--- src/rtl/ctxmem_pkg.sv ---
package ctxmem_pkg;

  typedef enum logic [1:0] {
    DRV_NONE  = 2'b00,
    DRV_LOGIC = 2'b01,
    DRV_PROG  = 2'b10
  } drv_e;

endpackage

--- src/rtl/ctxmem_refresh_ctr.sv ---
module ctxmem_refresh_ctr #(
  parameter int NUM_CTX = 4,
  localparam int CTX_W = (NUM_CTX > 1) ? $clog2(NUM_CTX) : 1
) (
  input  logic             clk,
  input  logic             rst_n,
  input  logic             adv_i,
  output logic [CTX_W-1:0] cnt_o
);

  logic [CTX_W-1:0] cnt_q, cnt_d, cnt_inc;

  generate
    if ((1 << CTX_W) == NUM_CTX) begin : g_pow2
      assign cnt_inc = cnt_q + CTX_W'(1);
    end else begin : g_wrap
      assign cnt_inc = (cnt_q == CTX_W'(NUM_CTX - 1)) ? '0 : cnt_q + CTX_W'(1);
    end
  endgenerate

  always_comb begin
    cnt_d = cnt_q;
    if (adv_i) cnt_d = cnt_inc;
  end

  always_ff @(posedge clk or negedge rst_n) begin
    if (!rst_n) cnt_q <= '0;
    else        cnt_q <= cnt_d;
  end

  assign cnt_o = cnt_q;


  ctr_hold_chk: assert property (@(posedge clk) disable iff (!rst_n)
    !adv_i |=> $stable(cnt_q));

endmodule

--- src/rtl/ctxmem_arbiter.sv ---
module ctxmem_arbiter
  import ctxmem_pkg::*;
#(
  parameter int NUM_CTX = 4,
  localparam int CTX_W = (NUM_CTX > 1) ? $clog2(NUM_CTX) : 1
) (
  input  logic [CTX_W-1:0] op_ctx_i,
  input  logic             switch_i,
  input  logic [CTX_W-1:0] prog_ctx_i,
  input  logic             prog_rd_i,
  input  logic             prog_wr_i,
  input  logic [CTX_W-1:0] ref_ctx_i,
  output logic             rd_act_o,
  output logic [CTX_W-1:0] rd_row_o,
  output logic             wr_act_o,
  output logic [CTX_W-1:0] wr_row_o,
  output logic             refresh_o,
  output drv_e             drv_o,
  output logic             conflict_o
);

  logic ref_match;

  always_comb begin
    conflict_o = switch_i && prog_rd_i && (prog_ctx_i != op_ctx_i);

    if (switch_i) begin
      rd_act_o = 1'b1;
      rd_row_o = op_ctx_i;
      drv_o    = DRV_LOGIC;
    end else if (prog_rd_i) begin
      rd_act_o = 1'b1;
      rd_row_o = prog_ctx_i;
      drv_o    = DRV_PROG;
    end else if (!prog_wr_i) begin
      rd_act_o = 1'b1;
      rd_row_o = ref_ctx_i;
      drv_o    = DRV_NONE;
    end else begin
      rd_act_o = 1'b0;
      rd_row_o = '0;
      drv_o    = DRV_NONE;
    end

    ref_match = (rd_row_o == ref_ctx_i);
    refresh_o = rd_act_o && ref_match && !prog_wr_i && !conflict_o;

    if (prog_wr_i) begin
      wr_act_o = 1'b1;
      wr_row_o = prog_ctx_i;
    end else if (refresh_o) begin
      wr_act_o = 1'b1;
      wr_row_o = ref_ctx_i;
    end else begin
      wr_act_o = 1'b0;
      wr_row_o = '0;
    end
  end

endmodule

--- src/rtl/ctxmem_enable_pipe.sv ---
module ctxmem_enable_pipe
  import ctxmem_pkg::*;
#(
  parameter int NUM_CTX = 4,
  localparam int CTX_W = (NUM_CTX > 1) ? $clog2(NUM_CTX) : 1
) (
  input  logic               clk,
  input  logic               rst_n,
  input  logic               rd_act_i,
  input  logic [CTX_W-1:0]   rd_row_i,
  input  logic               wr_act_i,
  input  logic [CTX_W-1:0]   wr_row_i,
  input  drv_e               drv_i,
  input  logic               conflict_i,
  output logic [NUM_CTX-1:0] rd_en_o,
  output logic [NUM_CTX-1:0] wr_en_o,
  output drv_e               drv_o,
  output logic               conflict_o
);

  logic [NUM_CTX-1:0] rd_en_d, wr_en_d, rd_en_q, wr_en_q;
  drv_e               drv_q;
  logic               conflict_q;

  generate
    for (genvar k = 0; k < NUM_CTX; k++) begin : g_row
      assign rd_en_d[k] = rd_act_i && (rd_row_i == CTX_W'(k));
      assign wr_en_d[k] = wr_act_i && (wr_row_i == CTX_W'(k));
    end
  endgenerate

  always_ff @(posedge clk or negedge rst_n) begin
    if (!rst_n) begin
      rd_en_q    <= '0;
      wr_en_q    <= '0;
      drv_q      <= DRV_NONE;
      conflict_q <= 1'b0;
    end else begin
      rd_en_q    <= rd_en_d;
      wr_en_q    <= wr_en_d;
      drv_q      <= drv_i;
      conflict_q <= conflict_i;
    end
  end

  assign rd_en_o    = rd_en_q;
  assign wr_en_o    = wr_en_q;
  assign drv_o      = drv_q;
  assign conflict_o = conflict_q;


  rd_onehot_chk: assert property (@(posedge clk) disable iff (!rst_n)
    $onehot0(rd_en_q));

  wr_onehot_chk: assert property (@(posedge clk) disable iff (!rst_n)
    $countones(wr_en_q) <= 1);

  drv_row_chk: assert property (@(posedge clk) disable iff (!rst_n)
    (drv_q != DRV_NONE) |-> $onehot(rd_en_q));

  conflict_drv_chk: assert property (@(posedge clk) disable iff (!rst_n)
    conflict_q |-> (drv_q == DRV_LOGIC));

endmodule

--- src/rtl/ctxmem_ctrl.sv ---
module ctxmem_ctrl
  import ctxmem_pkg::*;
#(
  parameter int NUM_CTX = 4,
  localparam int CTX_W = (NUM_CTX > 1) ? $clog2(NUM_CTX) : 1
) (
  input  logic               clk,
  input  logic               rst_n,
  input  logic [CTX_W-1:0]   op_ctx_i,
  input  logic               switch_i,
  input  logic [CTX_W-1:0]   prog_ctx_i,
  input  logic               prog_rd_i,
  input  logic               prog_wr_i,
  output logic [NUM_CTX-1:0] rd_en_o,
  output logic [NUM_CTX-1:0] wr_en_o,
  output logic [1:0]         drv_sel_o,
  output logic               conflict_o
);

  logic [CTX_W-1:0] ref_ctx, rd_row, wr_row;
  logic             rd_act, wr_act, refresh, conflict;
  drv_e             drv_d, drv_q;

  ctxmem_refresh_ctr #(.NUM_CTX(NUM_CTX)) ctr_i (
    .clk   (clk),
    .rst_n (rst_n),
    .adv_i (refresh),
    .cnt_o (ref_ctx)
  );

  ctxmem_arbiter #(.NUM_CTX(NUM_CTX)) arb_i (
    .op_ctx_i   (op_ctx_i),
    .switch_i   (switch_i),
    .prog_ctx_i (prog_ctx_i),
    .prog_rd_i  (prog_rd_i),
    .prog_wr_i  (prog_wr_i),
    .ref_ctx_i  (ref_ctx),
    .rd_act_o   (rd_act),
    .rd_row_o   (rd_row),
    .wr_act_o   (wr_act),
    .wr_row_o   (wr_row),
    .refresh_o  (refresh),
    .drv_o      (drv_d),
    .conflict_o (conflict)
  );

  ctxmem_enable_pipe #(.NUM_CTX(NUM_CTX)) pipe_i (
    .clk        (clk),
    .rst_n      (rst_n),
    .rd_act_i   (rd_act),
    .rd_row_i   (rd_row),
    .wr_act_i   (wr_act),
    .wr_row_i   (wr_row),
    .drv_i      (drv_d),
    .conflict_i (conflict),
    .rd_en_o    (rd_en_o),
    .wr_en_o    (wr_en_o),
    .drv_o      (drv_q),
    .conflict_o (conflict_o)
  );

  assign drv_sel_o = drv_q;


  conflict_hold_chk: assert property (@(posedge clk) disable iff (!rst_n)
    conflict |=> conflict_o && $stable(ref_ctx));

  prog_wr_chk: assert property (@(posedge clk) disable iff (!rst_n)
    prog_wr_i |=> $onehot(wr_en_o));

  idle_refresh_chk: assert property (@(posedge clk) disable iff (!rst_n)
    (!switch_i && !prog_rd_i && !prog_wr_i) |=> (rd_en_o == wr_en_o) && $onehot(rd_en_o));

endmodule

--- config.mk ---
export PLATFORM = sky130hd
export DESIGN_NAME = ctxmem_ctrl
export DESIGN_NICKNAME = d
export VERILOG_FILES = /design/src/rtl/ctxmem_pkg.sv /design/src/rtl/ctxmem_refresh_ctr.sv /design/src/rtl/ctxmem_arbiter.sv /design/src/rtl/ctxmem_enable_pipe.sv /design/src/rtl/ctxmem_ctrl.sv
export SDC_FILE = /design/constraint.sdc
export NUM_CORES = 1
export LEC_CHECK = 0
export BUFFER_PORTS_ARGS = -buffer_cell sky130_fd_sc_hd__buf_2
export CORE_AREA = 2 2 39 41
export CTS_BUF_LIST = sky130_fd_sc_hd__clkbuf_16
export DETAILED_ROUTE_END_ITERATION = 12
export DIE_AREA = 0 0 41 43
export GPL_ROUTABILITY_DRIVEN = 0
export GPL_TIMING_DRIVEN = 0
export PLACE_DENSITY = 0.82
export SYNTH_ARGS = -nofsm -noshare
export SYNTH_HDL_FRONTEND = slang
export SYNTH_SLANG_ARGS = --single-unit
--- constraint.sdc ---
create_clock -name clk -period 3.67 [get_ports clk]
set_clock_uncertainty 0.2 [all_clocks]
set_input_delay 0.5505 -clock clk [delete_from_list [all_inputs] [get_ports clk]]
set_output_delay 0.5505 -clock clk [all_outputs]
set_load 0.005 [all_outputs]
Word level (Yosys, flattened, before mapping)

Index checks and enable logic that the tools add are counted.

Register bits after elaboration: 13
Bits of input ports: 9
Output and inout bits: 11
Logic and storage cells: 43

$add $sub $neg: 1
Eq/ne operators: 8
Mux-type cells: 12
Reduce and logical (&&, ||, !) cells: 17

Operators by type and width:

| cell                                                                  | number |
|---|---|
| 2-bit two-way mux                                                     | 7 |
| 1-bit logical AND                                                     | 13 |
| 2-bit equality test, second input constant                            | 4 |
| 1-bit two-way mux                                                     | 5 |
| 2-bit by 1-bit equality test with 1-bit output, second input constant | 2 |
| 2-bit logical NOT                                                     | 2 |
| 2-bit by 1-bit adder with 2-bit output, second input constant         | 1 |
| 2-bit equality test                                                   | 1 |
| 1-bit logical NOT                                                     | 2 |
| 2-bit inequality test                                                 | 1 |

Logic depth before layout (Yosys ltp)

Gate-level depths: netlist (run 1).

Word-level depth: 11
Gate-level depth with buffers: 6
Gate-level depth less buffers: 5

Cells and area by module

A second synthesis (run 1) with hierarchy kept.

Cells, all modules: 59
Area, all modules: 649.4 um^2

Modules (own cells, without submodules):

| module             | instances | cells each | area an instance (um^2) | seq. area each (um^2) |
|---|---|---|---|---|
| ctxmem_enable_pipe | 1         | 19         | 350.3                   | 275.3 |
| ctxmem_arbiter     | 1         | 35         | 227.7                   | 0.0 |
| ctxmem_refresh_ctr | 1         | 5          | 71.3                    | 50.0 |

Worst setup path before layout (run 1)

OpenSTA, ideal clock, no wires.

Path kind: input port to flip-flop
From: input port prog_wr_i
To: register ctr_i.cnt_q[1], in the netlist ctr_i.cnt_o[1]
Setup time: 0.125 ns
Data arrival time: 1.777 ns
Data required time: 3.345 ns
Slack: 1.569 ns
Stages on the path: 6
Buffers on the path: 1
Cells stage by stage: buf_6 > or3b_4 > a21oi_4 > nand2_1 > nor3_2 > mux2_2

Word-level cells in the longest chain between the ends: 7
Elaborated cells on any way between the ends: 11
Those cells by class: eq/ne (1); mux (6); reduce/logical (4)

RTL lines:

| element                             | line                     | RTL |
|---|---|---|
| start: declaration                  | ctxmem_ctrl.sv:13        | `input logic prog_wr_i,` |
| 2-bit two-way mux                   | ctxmem_arbiter.sv:35     | `end else if (!prog_wr_i) begin` |
| 2-bit two-way mux                   | ctxmem_arbiter.sv:31     | `end else if (prog_rd_i) begin` |
| 2-bit two-way mux                   | ctxmem_arbiter.sv:27     | `if (switch_i) begin` |
| 2-bit equality test                 | ctxmem_arbiter.sv:45     | `ref_match = (rd_row_o == ref_ctx_i);` |
| 1-bit logical AND                   | ctxmem_arbiter.sv:46     | `refresh_o = rd_act_o && ref_match && !prog_wr_i && !conflict_o;` |
| 1-bit logical AND (*) (2 in series) | ctxmem_arbiter.sv:46     |  |
| end signal: assignment              | ctxmem_refresh_ctr.sv:28 | `else cnt_q <= cnt_d;` |
| end: declaration                    | ctxmem_refresh_ctr.sv:11 | `logic [CTX_W-1:0] cnt_q, cnt_d, cnt_inc;` |

Every way passes the cells marked *; elsewhere a longest branch is shown, timed or not.
A chain may end at the register's enable or synchronous reset.

Worst setup path after layout (run 1)

From: register ctr_i.cnt_q[0], in the netlist ctr_i.cnt_o[0]
To: register ctr_i.cnt_q[1], in the netlist ctr_i.cnt_o[1]

Word-level cells in the longest chain between the ends: 7
Elaborated cells on any way between the ends: 8
Those cells by class: add/sub (1); eq/ne (1); mux (3); reduce/logical (3)

RTL lines:

| element                         | line |
|---|---|
| 2-bit two-way mux               | ctxmem_arbiter.sv:35 |
| 2-bit two-way mux               | ctxmem_arbiter.sv:31 |
| 2-bit two-way mux               | ctxmem_arbiter.sv:27 |
| 2-bit equality test             | ctxmem_arbiter.sv:45 |
| 1-bit logical AND (3 in series) | ctxmem_arbiter.sv:46 |

Several ways; a longest one is shown, not always the timed one.

==> results.sh, run 1 <==
export IMPL_drv_cap=0
export IMPL_ys_types=23
export IMPL_synth_compound_area_share_pct=18.1
export IMPL_dr_pass1_iters=4
export IMPL_wire_per_inst_um=13.1
export IMPL_grt_max_degree=14
export IMPL_chipWidth_um=41
export IMPL_viasPerCell=5.44
export IMPL_drt_iter0_drc=10
export IMPL_power_total_mw=0.499
export IMPL_grt_pass1_vias=461
export IMPL_slowest_delay_ns=0.45
export IMPL_max_vdd_ir_drop_v=0.000242
export IMPL_clockRootBuffer="clkbuf_16"
export IMPL_outcome="finished clean"
export IMPL_critPathCaptureType="flop"
export IMPL_cts_buffer_depth=2
export IMPL_hold_ws_ns=0.226
export IMPL_critPathKind="flop to flop"
export IMPL_area_growth_pct=32.4
export IMPL_num_rows=14
export IMPL_drc_errors=0
export IMPL_dp_hpwl_um=818
export IMPL_dp_cells=90
export IMPL_final_util_pct=58.8
export IMPL_power_density_nw_per_um2=613
export IMPL_place_area_sq_um=724
export IMPL_crit_chain="or3b_4 -> a21oi_4 -> nand2_1 -> nor3_2 -> mux2_2"
export IMPL_post_place_ws_ns=1.45
export IMPL_critPathTopFamily="simple AND/OR/NAND/NOR gates"
export IMPL_fin_crit_ns=2.00
export IMPL_dr_wl_met2_um=642
export IMPL_setup_viol=0
export IMPL_initial_core_util_pct=44.4
export IMPL_die_area_sq_um=1760
export IMPL_cts_sinks=13
export IMPL_grt_overflow_total=0
export IMPL_critPathArrivalTime_ns=1.92
export IMPL_wirelength_mm=1.24
export IMPL_drive_above_1_share_pct=36.7
export IMPL_setup_tns_ns=0
export IMPL_hold_class="input port to flop"
export IMPL_synth_xor_area_share_pct=5.70
export IMPL_slew_violations=0
export IMPL_yosys_area_share_adder_pct=0
export IMPL_grt_setup_unrepaired="no"
export IMPL_synth_nets=65
export IMPL_cp_start_kind="flop"
export IMPL_final_area_sq_um=813
export IMPL_worstPathMaxFanout=8
export IMPL_die_h_um=43
export IMPL_highest_layer="met4"
export IMPL_p_leak_nw=0.410
export IMPL_nets=89
export IMPL_wl_met3_um=95
export IMPL_yosysWarnings=0
export IMPL_yosys_area_top_type="dfrtp_1"
export IMPL_cts_made_buffers=3
export IMPL_core_area_sq_um=1380
export IMPL_synth_area_sq_um=614
export IMPL_track_usage_pct=16.8
export IMPL_period_share_pct=54.5
export IMPL_htree_levels=1
export IMPL_portBuffers=18
export IMPL_synth_mux_area_share_pct=1.83
export IMPL_m1WireLength_um=482
export IMPL_grt_pass1_wl_mm=1.96
export IMPL_clk_latency_ns=0.24
export IMPL_ys_seq_area_share_pct=53.0
export IMPL_synthTopCellsByArea="dfrtp_1 53%, nor2_1 5.5%, a32oi_1 4.3%"
export IMPL_synth_seq_cells=13
export IMPL_synth_cells=56
export IMPL_synth_top_family_by_area="compound AO/OA/AOI/OAI gates"
export IMPL_antenna_found_initial=0
export IMPL_critPathSlowestCell="dfrtp_1"
export IMPL_avgSynthCellArea_sq_um=11.0
export IMPL_synth_top_cell_area_share_pct=53.0
export IMPL_vias=517
export IMPL_ant_nets=0
export IMPL_fin_ws_ns=1.67
export IMPL_cts_reportedPaths_clkPinSlew_ns=0.04
export IMPL_relSlewSlack_pct=75.0
export IMPL_yosys_area_share_simple_pct=16.9
export IMPL_cts_tree="yes"
export IMPL_fmax_mhz=500
export IMPL_io_pins=20
export IMPL_antenna_cells=0
export IMPL_cp_required_ns=3.59
export IMPL_path_buf_inv=0
export IMPL_hold_viol_final=0
export IMPL_tightestPinTransition_ns=0.373
export IMPL_final_cells=95
Yosys cell counts:
| master | count |
|---|---|
| nand2_1 | 3 |
| xor2_1 | 2 |
| nor2_1 | 9 |
| nor2b_1 | 2 |
| mux2_2 | 1 |
| dfrtp_1 | 13 |
| xnor2_1 | 2 |
| a22o_1 | 1 |
| a21oi_2 | 1 |
| a21oi_1 | 4 |
| a32oi_1 | 3 |
| a221oi_1 | 1 |
| buf_2 | 1 |
| inv_1 | 3 |
| nand2b_1 | 1 |
| o21ai_1 | 1 |
| buf_6 | 1 |
| or3b_4 | 1 |
| or3b_1 | 1 |
| a21oi_4 | 1 |
| a21o_1 | 1 |
| nor3_2 | 2 |
| a32o_1 | 1 |
per-layer routing:
metal  vias to the layer above  GRT usage (%)
met3                         4           3.14
met2                        28           25.9
met5                         -              0
met1                       247           20.5
met4                         0           10.0
li1                        238              -
final timing paths:
path,end,cells past startpoint,slack (ns),from
max reg2reg,ctr_i.cnt_o[1]$_DFFE_PN0N_,5,1.67,ctr_i.cnt_o[0]$_DFFE_PN0N_
max,ctr_i.cnt_o[1]$_DFFE_PN0N_,5,1.67,ctr_i.cnt_o[0]$_DFFE_PN0N_
min reg2reg,ctr_i.cnt_o[0]$_DFFE_PN0N_,2,0.46,ctr_i.cnt_o[0]$_DFFE_PN0N_
min in group asynchronous,pipe_i.conflict_o$_DFF_PN0_,2,0.51,rst_n
min,pipe_i.drv_o[0]$_DFF_PN0_,1,0.23,switch_i
max in group asynchronous,ctr_i.cnt_o[1]$_DFFE_PN0N_,2,2.54,rst_n
cells by family (layout without fill, tap and decap cells):
family | count (synthesis) | in the layout
simple gates | 19 | 19
compound gates | 14 | 14
flops | 13 | 13
buf+inv | 5 | 28
xor+xnor | 4 | 4
mux | 1 | 1
worst register-to-register path, cell delays in order, from the launching register on:
cell and delay, ns:
dfrtp_1 0.45, or3b_4 0.42, a21oi_4 0.24, nand2_1 0.10, nor3_2 0.12, mux2_2 0.34
area by class of cell:
class / count / area, sq um
repair buffers: 19 / 100
well taps: 16 / 20.0
flip-flops and latches: 13 / 325
multi-input cells: 38 / 262
clock buffers: 3 / 75.1
inverters: 3 / 11.3
plain buffers: 2 / 16.3
clock inverters: 1 / 3.75
fillers: 114 / 571
report_power, final:
group | internal [mW] | switching [mW] | total (mW)
combinational | 0.0528 | 0.0552 | 0.108
sequential | 0.166 | 0.0228 | 0.189
clock | 0.143 | 0.0578 | 0.201
total | 0.363 | 0.136 | 0.499
flip-flops by register name, indices dropped and copies added, names as in the netlist:
signal / flops
pipe_i.rd_en_o: 4
ctr_i.cnt_o: 2
pipe_i.wr_en_o: 4
pipe_i.conflict_o: 1
pipe_i.drv_o: 2
what timing repair did:
action	CTS	global route
endpoints found under the setup margin	0	0
resized for setup	0	0
buffers inserted	0	0
hold buffers	1	0
hold endpoints to repair	13	0
layout by cell type (no fill, tap or decap), types with 3 or more instances in the layout:
cell type,synthesis,routed
clkbuf_16,0,3
a32oi_1,3,3
buf_2,1,19
nand2_1,3,3
inv_1,3,4
nor2_1,9,9
dfrtp_1,13,13
a21oi_1,4,4
Note: power is estimated with default switching activity, not from simulation.
==> inputs of run 2 (changes only) <==
--- a/config.mk
+++ b/config.mk
@@ -5,14 +5,14 @@
 export SDC_FILE = /design/constraint.sdc
 export NUM_CORES = 1
 export LEC_CHECK = 0
+export ABC_AREA = 1
 export BUFFER_PORTS_ARGS = -buffer_cell sky130_fd_sc_hd__buf_2
-export CORE_AREA = 2 2 39 41
+export CORE_UTILIZATION = 43
 export CTS_BUF_LIST = sky130_fd_sc_hd__clkbuf_16
 export DETAILED_ROUTE_END_ITERATION = 12
-export DIE_AREA = 0 0 41 43
 export GPL_ROUTABILITY_DRIVEN = 0
 export GPL_TIMING_DRIVEN = 0
-export PLACE_DENSITY = 0.82
+export PLACE_DENSITY = 0.8
 export SYNTH_ARGS = -nofsm -noshare
 export SYNTH_HDL_FRONTEND = slang
 export SYNTH_SLANG_ARGS = --single-unit
==> constraint.sdc (replaced) <==
create_clock -name clk -period 1.81 [get_ports clk]
set_clock_uncertainty 0.2 [all_clocks]
set_input_delay 0.2715 -clock clk [delete_from_list [all_inputs] [get_ports clk]]
set_output_delay 0.2715 -clock clk [all_outputs]
set_load 0.005 [all_outputs]
==> results.sh, run 2 <==
export IMPL_outcome="finished clean"
export IMPL_cts_hold_buf=1
export IMPL_cts_sinks=13
export IMPL_final_area_sq_um=836
export IMPL_ys_types=17
export IMPL_r2r_worst_path_cells=10
export IMPL_die_h_um=40.4
export IMPL_busiest_layer="met2"
export IMPL_setup_tns_ns=0
export IMPL_critPathCaptureType="flop"
export IMPL_grt_pass1_wl_mm=1.91
export IMPL_yosysWarnings=0
export IMPL_avgSynthCellArea_sq_um=8.67
export IMPL_grt_overflow_total=0
export IMPL_critPathKind="flop to flop"
export IMPL_cts_resized=0
export IMPL_max_vdd_ir_drop_v=0.000514
export IMPL_cts_reportedPaths_clkPinSlew_ns=0.04
export IMPL_fin_crit_ns=1.56
export IMPL_io_pins=20
export IMPL_synthTopCellsByCount="17 x nand2_1, 13 x dfrtp_1, 10 x inv_1"
export IMPL_hold_viol_final=0
export IMPL_cts_made_buffers=3
export IMPL_htree_levels=1
export IMPL_p_leak_nw=0.490
export IMPL_cts_buffer_depth=2
export IMPL_cts_tree="yes"
export IMPL_worstPathMaxFanout=4
export IMPL_drt_iter0_drc=9
export IMPL_whs_path_depth=1
export IMPL_grt_pass1_vias=472
export IMPL_viasPerCell=4.77
export IMPL_gr_usage_met2_pct=28.6
export IMPL_ant_nets=0
export IMPL_initial_core_util_pct=47.5
export IMPL_place_area_sq_um=747
export IMPL_yosys_area_top_type="dfrtp_1"
export IMPL_antenna_cells=0
export IMPL_hold_class="input port to flop"
export IMPL_power_density_nw_per_um2=1230
export IMPL_num_rows=13
export IMPL_dr_pass1_iters=4
export IMPL_synth_nets=82
export IMPL_synth_most_common_cell="nand2_1"
export IMPL_die_area_sq_um=1630
export IMPL_cp_start_kind="flop"
export IMPL_final_common_cell="buf_2"
export IMPL_fmax_mhz=640
export IMPL_final_cell_mix="19 x buf_2, 17 x nand2_1, 13 x dfrtp_1"
export IMPL_wire_per_inst_um=10.3
export IMPL_chipWidth_um=40.4
export IMPL_synth_area_sq_um=633
export IMPL_clk_latency_ns=0.24
export IMPL_async_reset_ff_share_pct=100
export IMPL_slew_violations=0
export IMPL_cts_setup_buffers=0
export IMPL_critPathArrivalTime_ns=1.54
export IMPL_grt_use_met3_pct=5.00
export IMPL_tightestPinTransition_ns=0.294
export IMPL_grt_setup_unrepaired="no"
export IMPL_drive_above_1_share_pct=36.1
export IMPL_synthTopCellsByArea="dfrtp_1 51%, nand2_1 10%, nand3_2 6.3%"
export IMPL_nets=107
export IMPL_drv_cap=0
export IMPL_relSlewSlack_pct=80.4
export IMPL_grt_max_degree=14
export IMPL_synth_cells=73
export IMPL_portBuffers=19
export IMPL_synth_top_cell_area_share_pct=51.4
export IMPL_synth_seq_cells=13
export IMPL_track_usage_pct=18.6
export IMPL_synth_ff_type="dfrtp_1"
export IMPL_area_growth_pct=32.0
export IMPL_vias=534
export IMPL_setup_viol=0
export IMPL_dp_hpwl_um=899
export IMPL_use_met1_pct=21.3
export IMPL_ys_seq_area_share_pct=51.4
export IMPL_wirelength_mm=1.16
export IMPL_clockRootBuffer="clkbuf_16"
export IMPL_period_share_pct=86.3
export IMPL_antenna_found_initial=0
export IMPL_drc_errors=0
export IMPL_synth_edff_count=0
export IMPL_core_area_sq_um=1330
export IMPL_cp_required_ns=1.79
-- run 2: changes by cell type after synthesis, sizes merged, moves of 2 or more --
cell,previous run,this run
a32oi,3,0
a21oi,6,3
nor2,9,7
nor3,2,0
inv,3,14
nor2b,2,0
buf,2,0
or3b,2,0
nand3,0,8
nand2,3,20
-- run 2: per-layer routing --
| metal | vias up | routed length, um |
|---|---|---|
| met5 | - | 0 |
| met4 | 0 | 47 |
| met3 | 5 | 39 |
| met2 | 13 | 536 |
| met1 | 244 | 534 |
| li1 | 272 | - |
-- run 2: worst paths after layout --
check	slack [ns]	from	end
min reg2reg	0.43	ctr_i.cnt_o[0]$_DFFE_PN0N_	pipe_i.wr_en_o[1]$_DFF_PN0_
max in group asynchronous	0.94	rst_n	pipe_i.wr_en_o[0]$_DFF_PN0_
min in group asynchronous	0.25	rst_n	pipe_i.conflict_o$_DFF_PN0_
max reg2reg	0.25	ctr_i.cnt_o[0]$_DFFE_PN0N_	pipe_i.wr_en_o[3]$_DFF_PN0_
min	0.02	switch_i	pipe_i.drv_o[0]$_DFF_PN0_
max	0.25	ctr_i.cnt_o[0]$_DFFE_PN0N_	pipe_i.wr_en_o[3]$_DFF_PN0_
-- run 2: area by class of cell --
| cell class | instances | area [sq um] |
|---|---|---|
| clock inverter | 1 | 3.75 |
| fill | 109 | 498 |
| clock buffer | 3 | 75.1 |
| inverter | 14 | 52.6 |
| tap | 15 | 18.8 |
| timing repair buffer | 20 | 105 |
| multi-input combinational | 46 | 255 |
| sequential | 13 | 325 |
-- run 2: stage by stage --
step                instances  hold WS (ns)  power [mW]  setup slack (ns)  util [%]
detailed placement        107       -0.0297       0.624             0.221      56.0
global route              112        0.0309        1.10            0.0676      62.7
global placement          107       -0.0341       0.614             0.246      56.0
finish                    112        0.0236        1.03             0.248      62.7
floorplan                  73        -0.224       0.546             0.396         -
CTS                       112        0.0200        1.03             0.245      62.7
-- run 2: cell families after synthesis --
group           synth area share, %
simple gates                   29.8
buf+inv                        8.30
flops                          51.4
compound gates                 4.94
xor+xnor                       5.53
-- run 2: power by group --
part           total (mW)  switching, mW  internal, mW
logic               0.240          0.144        0.0959
registers           0.382         0.0369         0.345
clock network       0.405          0.114         0.290
-- run 2: worst max-delay path, cell delays in order (launching register included) --
cell and delay [ns]:
dfrtp_1 0.39, inv_1 0.10, o21ai_1 0.20, nand3_2 0.14, nand2_1 0.08, nand2_1 0.07, inv_2 0.07, nand3_2 0.08
nand2_2 0.09, nand2_1 0.06, inv_1 0.04
